<file path="config.mk">
export PLATFORM = sky130hd
export DESIGN_NAME = sc_power_seq
export DESIGN_NICKNAME = d
export VERILOG_FILES = /design/src/rtl/sc_seq_pkg.sv /design/src/rtl/sc_tick_timer.sv /design/src/rtl/sc_fault_mon.sv /design/src/rtl/sc_seq_fsm.sv /design/src/rtl/sc_power_seq.sv
export SDC_FILE = /design/constraint.sdc
export NUM_CORES = 1
export LEC_CHECK = 0
export BUFFER_PORTS_ARGS = -buffer_cell sky130_fd_sc_hd__buf_2
export CAP_MARGIN = 20
export CORE_MARGIN = 3
export CORE_UTILIZATION = 42
export CTS_CLUSTER_SIZE = 12
export DETAILED_ROUTE_END_ITERATION = 8
export GPL_TIMING_DRIVEN = 0
export PLACE_DENSITY = 0.69
export SETUP_SLACK_MARGIN = 0.02
export SLEW_MARGIN = 20
export SYNTH_ARGS = -nofsm -noshare
export SYNTH_HDL_FRONTEND = slang
export SYNTH_SLANG_ARGS = --single-unit
</file>
<file path="constraint.sdc">
create_clock -name clk_i -period 4 [get_ports clk_i]
set_clock_uncertainty 0.05 [all_clocks]
set_input_delay 0 -clock clk_i [delete_from_list [all_inputs] [get_ports clk_i]]
set_output_delay 0 -clock clk_i [all_outputs]
set_load 0.03 [all_outputs]
</file>
<file path="src/rtl/sc_seq_pkg.sv">
package sc_seq_pkg;

  localparam int unsigned NUM_STEPS = 5;
  localparam int unsigned LVL_W     = $clog2(NUM_STEPS + 1);

  typedef enum logic [1:0] {
    PH_IDLE = 2'd0,
    PH_UP   = 2'd1,
    PH_ON   = 2'd2,
    PH_DOWN = 2'd3
  } phase_t;

  typedef logic [LVL_W-1:0] lvl_t;

  localparam lvl_t LVL_FULL = lvl_t'(NUM_STEPS);
  localparam lvl_t LVL_ONE  = lvl_t'(1);

  // Present when the raw level equals the selected active level.
  function automatic logic card_here(input logic raw, input logic pol);
    return (raw == pol);
  endfunction

  function automatic lvl_t lvl_inc(input lvl_t l);
    return (l == LVL_FULL) ? l : lvl_t'(l + lvl_t'(1));
  endfunction

  function automatic lvl_t lvl_dec(input lvl_t l);
    return (l == '0) ? l : lvl_t'(l - lvl_t'(1));
  endfunction

  // Enable i is on while the ladder stands above rung i.
  function automatic logic rung_on(input lvl_t l, input int unsigned i);
    return (int'(l) > int'(i));
  endfunction

endpackage

</file>
<file path="src/rtl/sc_tick_timer.sv">
module sc_tick_timer #(
  parameter int unsigned STEP_TICKS = 4
) (
  input  logic clk_i,
  input  logic rst_ni,
  input  logic clear_i,
  input  logic tick_i,
  output logic step_due_o
);

  localparam int unsigned CW = (STEP_TICKS > 1) ? $clog2(STEP_TICKS) : 1;
  localparam logic [CW-1:0] LAST = CW'(STEP_TICKS - 1);

  logic [CW-1:0] cnt_q;

  assign step_due_o = tick_i && (cnt_q == LAST);

  always_ff @(posedge clk_i or negedge rst_ni) begin
    if (!rst_ni)      cnt_q <= '0;
    else if (clear_i) cnt_q <= '0;
    else if (tick_i)  cnt_q <= (cnt_q == LAST) ? '0 : cnt_q + CW'(1);
  end


  cnt_range_chk: assert property (@(posedge clk_i) disable iff (!rst_ni)
    (!tick_i && !clear_i) |=> $stable(cnt_q));

endmodule

</file>
<file path="src/rtl/sc_fault_mon.sv">
module sc_fault_mon
  import sc_seq_pkg::*;
(
  input  logic   clk_i,
  input  logic   rst_ni,
  input  logic   card_raw_i,
  input  logic   det_pol_i,
  input  logic   ovtemp_i,
  input  logic   uvlo_i,
  input  logic   vshort_i,
  input  logic   cmd_n_i,
  input  phase_t phase_i,
  output logic   present_o,
  output logic   hard_fault_o,
  output logic   short_now_o,
  output logic   fault_evt_o,
  output logic   fault_n_o
);

  logic cmd_n_q;
  logic flag_q;
  logic cmd_rise;

  assign present_o    = card_here(card_raw_i, det_pol_i);
  assign hard_fault_o = ovtemp_i | uvlo_i | ~present_o;
  // A short only counts once the ladder is complete.
  assign short_now_o  = vshort_i && (phase_i == PH_ON);
  assign fault_evt_o  = ((phase_i == PH_UP) && hard_fault_o) ||
                        ((phase_i == PH_ON) && (hard_fault_o || vshort_i));
  assign cmd_rise     = cmd_n_i && !cmd_n_q;

  always_ff @(posedge clk_i or negedge rst_ni) begin
    if (!rst_ni) begin
      cmd_n_q <= 1'b1;
      flag_q  <= 1'b0;
    end else begin
      cmd_n_q <= cmd_n_i;
      if (fault_evt_o)   flag_q <= 1'b1;
      else if (cmd_rise) flag_q <= 1'b0;
    end
  end

  assign fault_n_o = ~flag_q;


  flag_set_chk: assert property (@(posedge clk_i) disable iff (!rst_ni)
    fault_evt_o |=> !fault_n_o);


  flag_clear_chk: assert property (@(posedge clk_i) disable iff (!rst_ni)
    ($rose(cmd_n_i) && !fault_evt_o) |=> fault_n_o);

endmodule

</file>
<file path="src/rtl/sc_seq_fsm.sv">
module sc_seq_fsm
  import sc_seq_pkg::*;
(
  input  logic   clk_i,
  input  logic   rst_ni,
  input  logic   cmd_n_i,
  input  logic   present_i,
  input  logic   ovtemp_i,
  input  logic   uvlo_i,
  input  logic   hard_fault_i,
  input  logic   short_now_i,
  input  logic   step_due_i,
  output phase_t phase_o,
  output lvl_t   level_o,
  output logic   start_evt_o,
  output logic   deact_evt_o,
  output logic   step_evt_o,
  output logic   timer_clr_o
);

  phase_t phase_q, phase_d;
  lvl_t   level_q, level_d;
  logic   armed_q, armed_d;

  assign start_evt_o = (phase_q == PH_IDLE) && armed_q && !cmd_n_i &&
                       present_i && !ovtemp_i && !uvlo_i;
  assign deact_evt_o = ((phase_q == PH_UP) && (cmd_n_i || hard_fault_i)) ||
                       ((phase_q == PH_ON) && (cmd_n_i || hard_fault_i || short_now_i));
  assign step_evt_o  = !deact_evt_o && step_due_i &&
                       ((phase_q == PH_UP) || (phase_q == PH_DOWN));
  assign timer_clr_o = start_evt_o || deact_evt_o || step_evt_o || (phase_q == PH_IDLE);

  always_comb begin
    phase_d = phase_q;
    level_d = level_q;
    armed_d = armed_q;
    unique case (phase_q)
      PH_IDLE: begin
        if (cmd_n_i) armed_d = 1'b1;
        if (start_evt_o) begin
          phase_d = PH_UP;
          level_d = LVL_ONE;
          armed_d = 1'b0;
        end
      end
      PH_UP: begin
        if (deact_evt_o) begin
          level_d = lvl_dec(level_q);
          phase_d = (level_q == LVL_ONE) ? PH_IDLE : PH_DOWN;
        end else if (step_evt_o) begin
          level_d = lvl_inc(level_q);
          if (level_d == LVL_FULL) phase_d = PH_ON;
        end
      end
      PH_ON: begin
        if (deact_evt_o) begin
          level_d = lvl_dec(level_q);
          phase_d = PH_DOWN;
        end
      end
      PH_DOWN: begin
        if (step_evt_o) begin
          level_d = lvl_dec(level_q);
          if (level_q == LVL_ONE) phase_d = PH_IDLE;
        end
      end
      default: phase_d = PH_IDLE;
    endcase
  end

  always_ff @(posedge clk_i or negedge rst_ni) begin
    if (!rst_ni) begin
      phase_q <= PH_IDLE;
      level_q <= '0;
      armed_q <= 1'b0;
    end else begin
      phase_q <= phase_d;
      level_q <= level_d;
      armed_q <= armed_d;
    end
  end

  assign phase_o = phase_q;
  assign level_o = level_q;


  level_step_chk: assert property (@(posedge clk_i) disable iff (!rst_ni)
    (level_q == $past(level_q)) || (level_q == lvl_t'($past(level_q) + lvl_t'(1))) ||
    (lvl_t'(level_q + lvl_t'(1)) == $past(level_q)));


  start_cond_chk: assert property (@(posedge clk_i) disable iff (!rst_ni)
    ((phase_q == PH_IDLE) && (cmd_n_i || !present_i)) |=> (phase_q == PH_IDLE));


  rearm_chk: assert property (@(posedge clk_i) disable iff (!rst_ni)
    ((phase_q == PH_IDLE) && !armed_q) |=> (phase_q == PH_IDLE));


  short_defer_chk: assert property (@(posedge clk_i) disable iff (!rst_ni)
    ((phase_q == PH_UP) && !cmd_n_i && !hard_fault_i) |=>
      ((phase_q == PH_UP) || (phase_q == PH_ON)));


  short_now_chk: assert property (@(posedge clk_i) disable iff (!rst_ni)
    ((phase_q == PH_ON) && short_now_i) |=>
      ((phase_q == PH_DOWN) && (level_q == lvl_t'(NUM_STEPS - 1))));


  hard_fault_chk: assert property (@(posedge clk_i) disable iff (!rst_ni)
    (((phase_q == PH_UP) || (phase_q == PH_ON)) && hard_fault_i) |=>
      (level_q < $past(level_q)));

endmodule

</file>
<file path="src/rtl/sc_power_seq.sv">
module sc_power_seq
  import sc_seq_pkg::*;
#(
  parameter int unsigned STEP_TICKS = 4
) (
  input  logic clk_i,
  input  logic rst_ni,
  input  logic tick_i,
  input  logic det_pol_i,
  input  logic card_det_i,
  input  logic cmd_n_i,
  input  logic ovtemp_i,
  input  logic uvlo_i,
  input  logic vshort_i,
  output logic pump_en_o,
  output logic vcc_en_o,
  output logic io_en_o,
  output logic clk_en_o,
  output logic rst_rel_o,
  output logic fault_n_o
);

  phase_t phase;
  lvl_t   level;
  logic   present, hard_fault, short_now, fault_evt;
  logic   start_evt, deact_evt, step_evt, timer_clr, step_due;
  logic [NUM_STEPS-1:0] rung_en;

  sc_fault_mon u_fault (
    .clk_i       (clk_i),
    .rst_ni      (rst_ni),
    .card_raw_i  (card_det_i),
    .det_pol_i   (det_pol_i),
    .ovtemp_i    (ovtemp_i),
    .uvlo_i      (uvlo_i),
    .vshort_i    (vshort_i),
    .cmd_n_i     (cmd_n_i),
    .phase_i     (phase),
    .present_o   (present),
    .hard_fault_o(hard_fault),
    .short_now_o (short_now),
    .fault_evt_o (fault_evt),
    .fault_n_o   (fault_n_o)
  );

  sc_tick_timer #(.STEP_TICKS(STEP_TICKS)) u_timer (
    .clk_i     (clk_i),
    .rst_ni    (rst_ni),
    .clear_i   (timer_clr),
    .tick_i    (tick_i),
    .step_due_o(step_due)
  );

  sc_seq_fsm u_fsm (
    .clk_i       (clk_i),
    .rst_ni      (rst_ni),
    .cmd_n_i     (cmd_n_i),
    .present_i   (present),
    .ovtemp_i    (ovtemp_i),
    .uvlo_i      (uvlo_i),
    .hard_fault_i(hard_fault),
    .short_now_i (short_now),
    .step_due_i  (step_due),
    .phase_o     (phase),
    .level_o     (level),
    .start_evt_o (start_evt),
    .deact_evt_o (deact_evt),
    .step_evt_o  (step_evt),
    .timer_clr_o (timer_clr)
  );

  for (genvar g = 0; g < NUM_STEPS; g++) begin : g_rung
    assign rung_en[g] = rung_on(level, g);
  end

  assign pump_en_o = rung_en[0];
  assign vcc_en_o  = rung_en[1];
  assign io_en_o   = rung_en[2];
  assign clk_en_o  = rung_en[3];
  assign rst_rel_o = rung_en[4];


  tick_gate_chk: assert property (@(posedge clk_i) disable iff (!rst_ni)
    (($past(phase) == PH_UP || $past(phase) == PH_DOWN) && !$past(deact_evt) &&
     (level != $past(level))) |-> $past(tick_i));


  io_before_vcc_chk: assert property (@(posedge clk_i) disable iff (!rst_ni)
    $fell(vcc_en_o) |-> (!$past(io_en_o) && !io_en_o));


  pump_first_chk: assert property (@(posedge clk_i) disable iff (!rst_ni)
    $rose(pump_en_o) |-> ($past(start_evt) && !vcc_en_o));

endmodule

</file>
==> impl_metrics.yaml, run 1 <==
yosys:
  ys_seq_area_share_pct: 27.7
  ys_seq_elements: 10
  ys_top_cells_by_area: "dfrtp_1, ha_1, a21oi_1, nand2_1, inv_1"
  yosysWarnings: 0
  synth-edff-count: 0
  synth_nets: 121
  synth_top_area_share_pct: 24.8
  yosys.cell_types.count: 44
  yosysTopAreaCell: "dfrtp_1"
  synth-main-ff-cell: "dfrtp_1"
  synth_area_um2: 907
  async_flop_share_pct: 100
  avgSynthCellArea_um2: 8.64
  syn_inst: 105
route:
  drtAntennaViolNets: 0
  routedWlPerCell_um: 13.0
  drcViolationCount: 0
  via_per_inst: 5.61
  num_vias: 858
  finalWirelength_um: 1980
  drtPass1Iterations: 4
  drt_iter0_markers: 25
floorplanning:
  start_util_pct: 45.3
  die_h_um: 52.5
  die_area_mm2: 0.00275
  ios: 15
  core_mm2: 0.00200
  rows: 16
  die_w_um: 52.5
setup_path:
  r2r_start: "u_fsm.level_o[1]"
  path_class: "register to register"
  reg2reg_slack_ps: 1990
  cp-end-kind: "register"
  start_kind: "register"
  reg2reg_to: "u_fsm.level_o[1]"
  worst_ep_required_time_ps: 4060
  crit_fanout: 9
  worstPathArrival_ps: 2070
  rr_worst_depth: 7
  startpoint: "u_fsm.level_o[1]"
cells_and_area:
  final_common_cell: "buf_2"
  drive_gt1_share_pct: 23.8
  area_growth_pct: 18.8
  num-nets-final: 143
  antenna_cells: 0
  mostFrequentLayoutCells: "buf_2, nand2_1, inv_1, a21oi_1, dfrtp_1"
power:
  switching_share_pct: 48.3
  seqPwrFrac_pct: 23.8
  pwr-share-comb_pct: 64.8
  irDropWorstVdd_v: 0.000342
  power.share.clock_pct: 11.5
  p_int_mw: 0.390
  p_leak_nw: 0.486
  power.density_mw_per_mm2: 701
  p_sw_mw: 0.365
placed_design:
  place_worst_setup_slack_ps: 2010
  dpl.hpwl_um: 1520
  port_buffers: 14
  place.gp.congestion: 0.882
global_routing:
  track_usage_pct: 15.6
  grt_pass1_wl_um: 3300
  first_global_vias: 741
  grt_overflow_total: 0
  grt_max_degree: 11
  antenna_found_initial: 0
sta:
  fin_setup_tns_ps: 0
  setup_slack_ps: 1990
  slew_headroom_pct: 72.2
  fin_crit_sh_pct: 50.2
  timing.final.crit_period_ps: 2010
  rsz0062_at_grt: "no"
  fmax_mhz: 498
  slew_viol_final: 0
  setup_viol: 0
  finalHoldViolCount: 0
  worst_pin_slew_ps: 416
clocking:
  cts.path.max_buffers: 2
  cts_buffers: 3
  numClockSinks: 10
  post-cts-setup-buffers: 0
  cts-root-buf: "clkbuf_4"
  cts_resized: 0
  cts.clk_slew.worst_paths_ps: 60
  insertion_delay_ps: 260
  cts_tree: "built"
  htreeDepth: 1
  cts_hold_buf: 3
status:
  outcome: "finished clean"
worst_hold_path:
  hp-class: "input port to async pin"
run:
  cap_violations: 0
[synth_stat cells, types with 2 or more instances]
master	count
nor2_1	6
inv_1	10
clkbuf_1	2
o22ai_1	4
nand2_1	11
o21ai_0	2
nor3b_1	2
nor3_1	4
ha_1	7
a21oi_1	10
nor4_1	2
dfrtp_1	9
a2bb2oi_1	3
and2_1	3
[power groups by stage]
stage                     clock network, mW  registers (mW)  logic [mW]
after floorplan                           0           0.169       0.384
after global placement                    0           0.178       0.476
after detailed placement                  0           0.180       0.483
after CTS                            0.0904           0.179       0.488
after global routing                 0.0952           0.185       0.544
final                                0.0866           0.179       0.489
[how the worst max path moves through the flow]
stage,slack (ps),end
global route,1860,u_fsm.level_o[1]
finish,1990,u_fsm.level_o[1]
global placement,2060,u_fsm.level_o[1]
CTS,2000,u_fsm.level_o[1]
floorplan,2090,u_fsm.level_o[1]
detailed placement,2010,u_fsm.level_o[1]
[through the flow]
step	power (mW)	area, um2	instances	hold slack, ps	util (%)
final	0.755	1080	153	73.1	53.8
after global routing	0.824	1080	153	93.3	53.8
after CTS	0.757	1080	153	66.8	53.8
after detailed placement	0.663	1010	146	-184	50.5
after global placement	0.654	1010	146	-184	50.5
after floorplan	0.554	907	105	-346	-
[logic make-up after synthesis]
group,Yosys count,synth area share [%]
AOI/OAI and AO/OA,34,28.7
xor gates and xnor gates,2,2.76
adders and majority gates,7,9.65
buffers and inverters,15,7.59
DFF,10,27.7
muxes,2,2.76
and+or+nand+nor,35,20.8
[flip-flops by register name (all words and copies together), names as in the netlist, named ones only]
signal           cells
u_timer.cnt_q        2
u_fsm.level_o        3
u_fsm.armed_q        1
u_fault.flag_q       1
u_fsm.phase_o        1
u_fault.cmd_n_q      1
[per-layer routing]
layer  vias to the layer above  part of all wire, %  track usage, %
li1                        425                    -               -
met1                       398                   46            21.9
met2                        35                   46            24.8
met3                         0                  8.0            4.27
met4                         0                    0            1.28
met5                         -                    0               0
[worst max-delay path: stages, from the launching register on]
cell and delay (ps):
dfrtp_1 460, inv_1 210, ha_1 240, nand2b_1 70, clkbuf_1 280, nor3_1 100
o32ai_1 280, o2111ai_1 160
[layout make-up]
class / count / area (um2)
Timing Repair Buffer: 17 / 100
Tap cell: 27 / 33.8
Multi-Input combinational cell: 80 / 587
Fill cell: 197 / 925
Clock buffer: 4 / 36.3
Inverter: 10 / 37.5
Buffer: 5 / 31.3
Sequential cell: 10 / 251
(Power assumes the default switching activity.)
==> inputs of run 2 (changes only) <==
==> constraint.sdc (replaced) <==
create_clock -name clk_i -period 1.95 [get_ports clk_i]
set_clock_uncertainty 0.05 [all_clocks]
set_input_delay 0 -clock clk_i [delete_from_list [all_inputs] [get_ports clk_i]]
set_output_delay 0 -clock clk_i [all_outputs]
set_load 0.03 [all_outputs]
==> run 2 against run 1 <==
Sequential share of layout area increased by 0.21 points. Power grew 110%. First-iteration DRC count fell by 24%. Via count fell by 0.93%. Non-clock buffer count decreased by 1. Global-route usage did not move. Final cell count shrank 0.65%. Clock power is 100% higher. Die area unchanged. Sequential power rose by 110%. Cell area grew 0.12%. Critical path type unchanged.
==> impl_metrics.yaml, run 2 (synthesis results as in run 1) <==
status:
  outcome: "finished clean"
route:
  drt_iter0_markers: 19
  drcViolationCount: 0
  drtPass1Iterations: 4
  drtAntennaViolNets: 0
  via_per_inst: 5.59
  routedWlPerCell_um: 13.1
  finalWirelength_um: 1990
  num_vias: 850
power:
  seqPwrFrac_pct: 24.0
  pwr-share-comb_pct: 64.6
  power.density_mw_per_mm2: 1450
  p_int_mw: 0.807
  p_leak_nw: 0.482
  power_mw: 1.56
  p_sw_mw: 0.751
  irDropWorstVdd_v: 0.000715
  power.share.clock_pct: 11.4
  switching_share_pct: 48.2
placed_design:
  place_area_mm2: 0.00101
  dpl.hpwl_um: 1520
  place.gp.congestion: 0.882
  port_buffers: 14
setup_path:
  crit_fanout: 9
  path_buf_inv: 1
  max_stage_delay_ps: 440
  start_kind: "register"
  slowest_stage: "dfrtp_2"
  path_delay_family: "flip-flops"
  worst_ep_required_time_ps: 2040
  cp_cell_sequence: "inv_2 > ha_1 > and2_1 > nor2b_1 > o22ai_1 > o2bb2ai_1 > mux2_4"
  cp-end-kind: "register"
  worstPathArrival_ps: 1850
  path_class: "register to register"
sta:
  timing.final.crit_period_ps: 1760
  rsz0062_at_grt: "no"
  holdWs_ps: 74.8
  fmax_mhz: 568
  slew_viol_final: 0
  fin_setup_tns_ps: 0
  finalHoldViolCount: 0
  slew_headroom_pct: 72.5
  setup_viol: 0
  worst_pin_slew_ps: 412
  fin_crit_sh_pct: 90.3
global_routing:
  track_usage_pct: 15.6
  gr-usage-met3_pct: 4.27
  grt_overflow_total: 0
  first_global_vias: 738
  antenna_found_initial: 0
  grt.met2_usage_pct: 24.8
  grt.busiest_layer: "met2"
  grt_max_degree: 11
  use_met1_pct: 21.9
  grt_pass1_wl_um: 3290
run:
  cap_violations: 0
floorplanning:
  die_h_um: 52.5
  die_area_mm2: 0.00275
  core_mm2: 0.00200
  rows: 16
  die_w_um: 52.5
  start_util_pct: 45.3
  ios: 15
cells_and_area:
  area_growth_pct: 18.9
  final_common_cell: "buf_2"
  num-nets-final: 142
  antenna_cells: 0
  fillers: 197
  stdcell_area_mm2: 0.00108
  mostFrequentLayoutCells: "buf_2, nand2_1, a21oi_1"
  drive_gt1_share_pct: 27.2
  largest_register_ffs: 3
clocking:
  numClockSinks: 10
  cts-root-buf: "clkbuf_4"
  cts.path.max_buffers: 2
  cts.clk_slew.worst_paths_ps: 60
  htreeDepth: 1
  insertion_delay_ps: 260
  cts_buffers: 3
  cts_tree: "built"
worst_hold_path:
  hp-class: "input port to async pin"
## run 2: cell count changes in the layout (fill, tap and decap cells not counted)
cell      before  now
nand2b_2       0    1
inv_2          0    1
dfrtp_2        0    2
nand2b_1       1    0
dfrtp_1        9    7
inv_1         10    9
clkbuf_1       2    1
## run 2: path summary, 6_finish.rpt
| path | from | endpoint | slack [ps] | cells after the start |
|---|---|---|---|---|
| worst max-delay path | u_fsm.level_o[1] | u_fsm.level_o[2] | 190 | 7 |
| max in group asynchronous | rst_ni | u_fault.cmd_n_q | 1530 | 2 |
| worst min register to register | u_timer.cnt_q[1] | u_timer.cnt_q[1] | 490 | 2 |
| worst max register to register | u_fsm.level_o[1] | u_fsm.level_o[2] | 190 | 7 |
| min in group clk_i | uvlo_i | u_fsm.armed_q | 110 | 4 |
| worst min-delay path | rst_ni | u_timer.cnt_q[0] | 70 | 2 |
## run 2: final cells by class
cell class	count	area [um2]	area share [%]
Timing Repair Buffer	17	100	9.28
Multi-Input combinational cell	80	589	54.6
Sequential cell	10	254	23.6
Clock buffer	4	36.3	3.36
Tap cell	27	33.8	3.13
Buffer	4	27.5	2.55
Inverter	10	37.5	3.48
## run 2: worst register-to-register path, stage by stage (launching register included)
cell and delay (ps):
dfrtp_2 440, inv_2 120, ha_1 220, and2_1 220, nor2b_1 130, o22ai_1 80
o2bb2ai_1 130, mux2_4 260
## run 2: power by group through the flow
stage | Sequential [mW] | Clock (mW) | Combinational, mW
2_1_floorplan | 0.348 | 0 | 0.789
3_3_place_gp | 0.366 | 0 | 0.976
3_5_place_dp | 0.370 | 0 | 0.990
4_1_cts | 0.367 | 0.185 | 0.998
5_1_grt | 0.387 | 0.195 | 1.12
6_report | 0.374 | 0.177 | 1.01
## run 2: metrics by stage
step | setup WS [ps] | utilization (%) | cells
2_1_floorplan | 44.2 | - | 105
3_3_place_gp | 8.34 | 50.5 | 146
6_report | 188 | 53.9 | 152
3_5_place_dp | -39.4 | 50.5 | 146
4_1_cts | 28.5 | 53.6 | 152
5_1_grt | 76.2 | 53.9 | 152
## run 2: routing by layer
metal	share of wire, %	wire length, um
met4	0	0
met1	48	946
met2	46	919
met3	6.2	123
met5	0	0
## run 2: what timing repair did
| action | in CTS | in global routing |
|---|---|---|
| hold endpoints to repair | 12 | 0 |
| buffers inserted | 0 | 0 |
| setup endpoints to repair | 1 | 3 |
| gates resized for setup | 0 | 4 |
| hold buffers | 3 | 0 |
